File: config.mk
export PLATFORM = sky130hd
export DESIGN_NAME = synth_prog_front
export DESIGN_NICKNAME = d
export VERILOG_FILES = /design/src/rtl/synth_prog_pkg.sv /design/src/rtl/sp_shift_in.sv /design/src/rtl/sp_latch_bank.sv /design/src/rtl/sp_realign_seq.sv /design/src/rtl/synth_prog_front.sv
export SDC_FILE = /design/constraint.sdc
export NUM_CORES = 1
export LEC_CHECK = 0
export ABC_AREA = 1
export BUFFER_PORTS_ARGS = -buffer_cell sky130_fd_sc_hd__buf_2
export CAP_MARGIN = 20
export CORE_MARGIN = 2
export CORE_UTILIZATION = 45
export DETAILED_ROUTE_END_ITERATION = 6
export MAX_ROUTING_LAYER = met4
export PLACE_DENSITY = 0.68
export SKIP_LAST_GASP = 1
export SLEW_MARGIN = 20
export SYNTH_ARGS = -nofsm -noshare
export SYNTH_HDL_FRONTEND = slang
export SYNTH_SLANG_ARGS = --single-unit
File: constraint.sdc
create_clock -name clk -period 6.5 [get_ports clk]
set_input_delay 1.3 -clock clk [delete_from_list [all_inputs] [get_ports clk]]
set_output_delay 1.3 -clock clk [all_outputs]
set_load 0.02 [all_outputs]
File: src/rtl/synth_prog_pkg.sv
package synth_prog_pkg;
  typedef enum logic [1:0] {
    SEL_REF  = 2'b00,
    SEL_N    = 2'b01,
    SEL_FUNC = 2'b10,
    SEL_INIT = 2'b11
  } latch_sel_e;

  // positions inside the stored payload (word bit = payload bit + 2)
  localparam int unsigned FB_HOLD = 0;
  localparam int unsigned FB_PD1  = 1;
  localparam int unsigned FB_PD2  = 2;
  localparam int unsigned ADDR_W  = 2;
endpackage

File: src/rtl/sp_shift_in.sv
module sp_shift_in #(
  parameter int unsigned WORD_W = 24
) (
  input  logic              clk,
  input  logic              rst_n,
  input  logic              sh_en,
  input  logic              sdata,
  output logic [WORD_W-1:0] word
);
  logic [WORD_W-1:0] sr_q, sr_d;

  always_comb begin
    sr_d = sr_q;
    if (sh_en) sr_d = {sr_q[WORD_W-2:0], sdata};
  end

  always_ff @(posedge clk or negedge rst_n) begin
    if (!rst_n) sr_q <= '0;
    else if (sh_en) sr_q <= sr_d;
  end

  assign word = sr_q;
endmodule

File: src/rtl/sp_latch_bank.sv
module sp_latch_bank
  import synth_prog_pkg::*;
#(
  parameter int unsigned WORD_W = 24,
  localparam int unsigned PW = WORD_W - ADDR_W
) (
  input  logic              clk,
  input  logic              rst_n,
  input  logic              load,
  input  logic [WORD_W-1:0] word,
  output logic [PW-1:0]     ref_q,
  output logic [PW-1:0]     n_q,
  output logic [PW-1:0]     func_q,
  output logic              st_n,
  output logic              st_init,
  output logic              st_func_any,
  output logic [PW-1:0]     payload
);
  logic       ld_q;
  logic       commit;
  latch_sel_e sel;
  logic [PW-1:0] ref_d, n_d, func_d;

  assign commit  = load & ~ld_q;
  assign sel     = latch_sel_e'(word[ADDR_W-1:0]);
  assign payload = word[WORD_W-1:ADDR_W];

  assign st_n        = commit && (sel == SEL_N);
  assign st_init     = commit && (sel == SEL_INIT);
  assign st_func_any = commit && ((sel == SEL_FUNC) || (sel == SEL_INIT));

  always_comb begin
    ref_d  = ref_q;
    n_d    = n_q;
    func_d = func_q;
    if (commit) begin
      unique case (sel)
        SEL_REF:  ref_d  = payload;
        SEL_N:    n_d    = payload;
        SEL_FUNC: func_d = payload;
        SEL_INIT: func_d = payload;
        default:  ;
      endcase
    end
  end

  always_ff @(posedge clk or negedge rst_n) begin
    if (!rst_n) begin
      ld_q   <= 1'b0;
      ref_q  <= '0;
      n_q    <= '0;
      func_q <= '0;
    end else begin
      ld_q <= load;
      if (commit) begin
        ref_q  <= ref_d;
        n_q    <= n_d;
        func_q <= func_d;
      end
    end
  end
endmodule

File: src/rtl/sp_realign_seq.sv
module sp_realign_seq
  import synth_prog_pkg::*;
#(
  parameter int unsigned WORD_W = 24,
  localparam int unsigned PW = WORD_W - ADDR_W
) (
  input  logic          clk,
  input  logic          rst_n,
  input  logic          ce,
  input  logic          st_n,
  input  logic          st_init,
  input  logic          st_func_any,
  input  logic [PW-1:0] payload,
  output logic          pulse,
  output logic          sync_pd
);
  logic armed_q, armed_d;
  logic pulse_d;
  logic sync_d;
  logic pd_req;

  assign pd_req = payload[FB_PD1] & ~payload[FB_PD2];

  always_comb begin
    pulse_d = st_init | (st_n & armed_q);
    armed_d = armed_q;
    if (st_init)   armed_d = 1'b1;
    else if (st_n) armed_d = 1'b0;
    sync_d = sync_pd;
    if (st_func_any && !pd_req)           sync_d = 1'b0;
    else if (st_init && pd_req && ce)     sync_d = 1'b1;
  end

  always_ff @(posedge clk or negedge rst_n) begin
    if (!rst_n) begin
      armed_q <= 1'b0;
      pulse   <= 1'b0;
      sync_pd <= 1'b0;
    end else begin
      armed_q <= armed_d;
      pulse   <= pulse_d;
      sync_pd <= sync_d;
    end
  end
endmodule

File: src/rtl/synth_prog_front.sv
module synth_prog_front
  import synth_prog_pkg::*;
#(
  parameter int unsigned WORD_W = 24,
  localparam int unsigned PW = WORD_W - ADDR_W
) (
  input  logic          clk,
  input  logic          rst_n,
  input  logic          ce,
  input  logic          sdata,
  input  logic          sh_en,
  input  logic          load,
  output logic [PW-1:0] ref_word,
  output logic [PW-1:0] n_word,
  output logic [PW-1:0] func_word,
  output logic          cnt_rst_pulse,
  output logic          cp_tristate,
  output logic          cnt_hold,
  output logic          pwr_dn
);
  // reset: asserted asynchronously, released on a clock edge
  logic [1:0] rs_q;
  logic       rst_int_n;

  always_ff @(posedge clk or negedge rst_n) begin
    if (!rst_n) rs_q <= 2'b00;
    else        rs_q <= {rs_q[0], 1'b1};
  end
  assign rst_int_n = rs_q[1];

  logic [WORD_W-1:0] word;
  logic              st_n, st_init, st_func_any;
  logic [PW-1:0]     payload;
  logic              sync_pd;

  sp_shift_in #(.WORD_W(WORD_W)) u_shift (
    .clk(clk), .rst_n(rst_int_n), .sh_en(sh_en), .sdata(sdata), .word(word)
  );

  sp_latch_bank #(.WORD_W(WORD_W)) u_bank (
    .clk(clk), .rst_n(rst_int_n), .load(load), .word(word),
    .ref_q(ref_word), .n_q(n_word), .func_q(func_word),
    .st_n(st_n), .st_init(st_init), .st_func_any(st_func_any),
    .payload(payload)
  );

  sp_realign_seq #(.WORD_W(WORD_W)) u_seq (
    .clk(clk), .rst_n(rst_int_n), .ce(ce),
    .st_n(st_n), .st_init(st_init), .st_func_any(st_func_any),
    .payload(payload), .pulse(cnt_rst_pulse), .sync_pd(sync_pd)
  );

  assign cnt_hold    = func_word[FB_HOLD];
  assign cp_tristate = cnt_rst_pulse | cnt_hold;
  assign pwr_dn      = ~ce | sync_pd;
endmodule

======== Word level (Yosys, flattened, before mapping) ========
Cells that the tools add are included.
word-level totals
  register bits after elaboration ......... 96
  input port bits ......................... 6
  output and inout port bits .............. 70
  logic and storage cells ................. 40
operators by class
  mux-type cells .......................... 4
  reductions and logical operators ........ 15
  bitwise logic cells ..................... 9
  equal/unequal tests ..................... 3
operators by type and width
  operator            count
  $logic_and 1x1->1   6
  $reduce_and 2->1    3
  $eq 2x2->1 const B  2
  $mux 1              4
  $reduce_bool 2->1   2
  $and 1x1->1         3
  $not 1->1           3
  $or 1x1->1          3
  $eq 2x1->1 const B  1
  $logic_not 2->1     1
  $reduce_or 2->1     1
  $logic_not 1->1     1
  $logic_or 1x1->1    1

======== Depth between registers and ports, before layout ========
  depth in word-level cells ............... 7
  depth in mapped cells ................... 6

======== By module ========
A second synthesis with hierarchy kept.
unflattened totals
  cells, all modules ...................... 447
  area, all modules ....................... 4037.6 µm²
modules (own cells, without submodules)
  module            seq. area each (µm²)  times used  area an instance (µm²)  cells each
  sp_latch_bank     1676.6                1           2845.2                  318
  sp_shift_in       600.6                 1           979.7                   102
  sp_realign_seq    75.1                  1           132.6                   18
  synth_prog_front  50.0                  1           80.1                    9

======== Worst setup path before layout ========
No wires, ideal clock.
  kind .................................... input to output
  from .................................... input ce
  to ...................................... output pwr_dn
  slack ................................... 3.752 ns
  stages .................................. 1
  data required time ...................... 5.200 ns
  arrival ................................. 1.448 ns
  path through ............................ nand2_1
between the ends
  longest elaborated chain between the ends .. 2
ends and longest elaborated chain
  element      line                    source
  from (decl)  synth_prog_front.sv:9   input logic ce,
  $not 1->1    synth_prog_front.sv:55  assign pwr_dn = ~ce | sync_pd;
  $or 1x1->1   synth_prog_front.sv:55
  to (decl)    synth_prog_front.sv:19  output logic pwr_dn
No other way between the ends.

======== Final worst setup path ========
Same ends and word-level chain as after synthesis.

==> out/metrics.yaml <==
status: "complete, no violations"
drtAntennaViolNets: 0
synth_compound_area_frac: 0.153
drc: 0
muxShareOfSynthArea: 0
period_needed_ps: 2900
ys_types: 19
cpPeakStageDelay_ps: 150
finalHoldViolCount: 0
ys_warn_count: 0
worstPathArrival_ps: 1600
design_area_mm2: 0.00423
coreArea_mm2: 0.00777
worst_slack_ps: 3600
die_w_um: 93.9
track_usage: 0.170
num_antenna_cells: 0
tns_ps: 0
synth_cells: 339
maxUsedRoutingLayer: "met4"
p_leak_nw: 2.15
cpMostUsedCell: "buf_2"
worstPathMaxFanout: 2
path_clk_slew_ps: 90
worstReg2RegEnd: "u_bank.func_q[21]$_DFFE_PN0N_"
grt_pass1_vias: 2451
finClkSkew_ps: 10.1
hold_class: "flip-flop to async pin"
hpwl_mm: 4.37
antenna_found_initial: 0
initial_core_util: 0.468
dp_slack_ps: 3590
routed_wirelength_mm: 6.76
m1WireLength_mm: 3.05
cts-resized-gates: 0
cts.path.max_buffers: 2
area_growth_pct: 16.5
rrSetupSlack_ps: 4800
layout-drive-gt1-share: 0.298
irDropWorstVdd_mv: 0.127
tightest_slew_ps: 833
cts_sinks: 96
critPathCaptureType: "output port"
cp_data_required_time_ps: 5200
power.density_mw_per_mm2: 385
first_pass_iters: 4
place_area_mm2: 0.00401
met2_length_mm: 3.36
maxCapViolCount: 0
r2r-start: "u_bank.ld_q$_DFF_PN0_"
crit_type: "input pin to output port"
placementRows: 32
wl_met3_um: 263
max-slew-margin-rel: 0.444
clk_latency_ps: 360
critPathSlowestCell: "buf_2"
fp.dieH_um: 93.9
ys_seq_area_frac: 0.661
synthAdderAreaFrac: 0
ys_seq_elements: 96
setup_viol: 0
io_buffers: 75
syn_nets: 345
cts-root-buf: "clkbuf_8"
synth-simple-area-share: 0.120
cts_buffers: 9
grt_pass1_wl_mm: 11.4
holdBufCountCts: 0
vias_per_cell: 4.83
finalCritPeriodShare: 0.447
overflow: 0
cts_max_level: 3
grt_max_degree: 69
crit_start: "ce"
wl_per_cell_um: 13.1
synth_xor_area_frac: 0
fmaxAchievable_mhz: 344
via_count: 2485
gp_congestion: 0.745
dieArea_mm2: 0.00881
path_cells: "buf_2, nand2_1, buf_2"
synth_top_family_by_area: "compound AO/OA/AOI/OAI gates"
num_io_pins: 76
postCtsSetupBuffers: 0
drtIter0Drc: 116
fin_util: 0.545
startpoint_type: "input pin"
final_common_cell: "dfrtp_1"
rsz0062_at_grt: "no"
avgSynthCellArea_um2: 10.7
cts_tree: "done"
mostFrequentLayoutCells: "dfrtp_1 (95), nand2_1 (93), buf_2 (75)"
fin_nets: 414
r2r_cells: 3
synth_area_mm2: 0.00363
slew_viol_final: 0
[synth_stat cells (all sizes together)]
cell / count / area [um^2]
nor2: 5 / 26.3
conb: 1 / 3.75
nand3: 4 / 50.0
nor3: 1 / 5.00
nand2: 93 / 349
inv: 27 / 101
dfrtp: 96 / 2400
or2: 1 / 6.26
o21ai: 93 / 556
clkbuf: 4 / 15.0
buf: 14 / 119
[stage by stage]
step	hold WS, ps	power, mW	instances
2_1_floorplan	331	1.08	339
3_3_place_gp	244	1.22	499
3_5_place_dp	248	1.23	499
4_1_cts	257	1.65	515
5_1_grt	284	1.73	515
6_report	238	1.63	515
[routing by layer]
layer / track usage / vias up
met3: 0.0482 / 7
met5: - / -
met1: 0.205 / 1205
met4: 0.0471 / 0
li1: - / 1226
met2: 0.283 / 47
[flip-flops by register name, summed over array words and instances, names as in the netlist]
name / count
u_shift.word: 24
u_bank.func_q: 22
u_bank.n_q: 22
u_bank.ref_q: 22
rs_q: 2
u_bank.ld_q: 1
u_seq.armed_q: 1
u_seq.pulse: 1
u_seq.sync_pd: 1
[kinds of logic after synthesis]
family	after synthesis
simple gates	104
compound gates	93
buf+inv	45
flops	96
other cells	1
[where the power goes]
group	switching, mW	leakage, nW	internal (mW)
clock	0.202	0.110	0.217
combinational	0.281	0.776	0.135
sequential	0.0701	1.26	0.722
total	0.554	2.15	1.07
[worst max-delay path, delay by kind of cell]
kind                   cells  cell delay, ps
buffers and inverters      2             250
and+or+nand+nor            1              50
[cell type report]
class                           instances  area (um^2)
Clock buffer                            9          124
Timing Repair Buffer                   76          383
Inverter                               27          101
Clock inverter                          7         95.1
Multi-Input combinational cell        198          996
Tap cell                              102          128
Sequential cell                        96         2410
Fill cell                             729         3530
[how the worst max path moves through the flow]
stage	end	slack, ps
detailed placement	pwr_dn	3590
finish	pwr_dn	3600
CTS	pwr_dn	3590
global placement	pwr_dn	3590
floorplan	u_bank.func_q[0]$_DFFE_PN0N_	3630
global route	pwr_dn	3580
(Power assumes the default switching activity.)
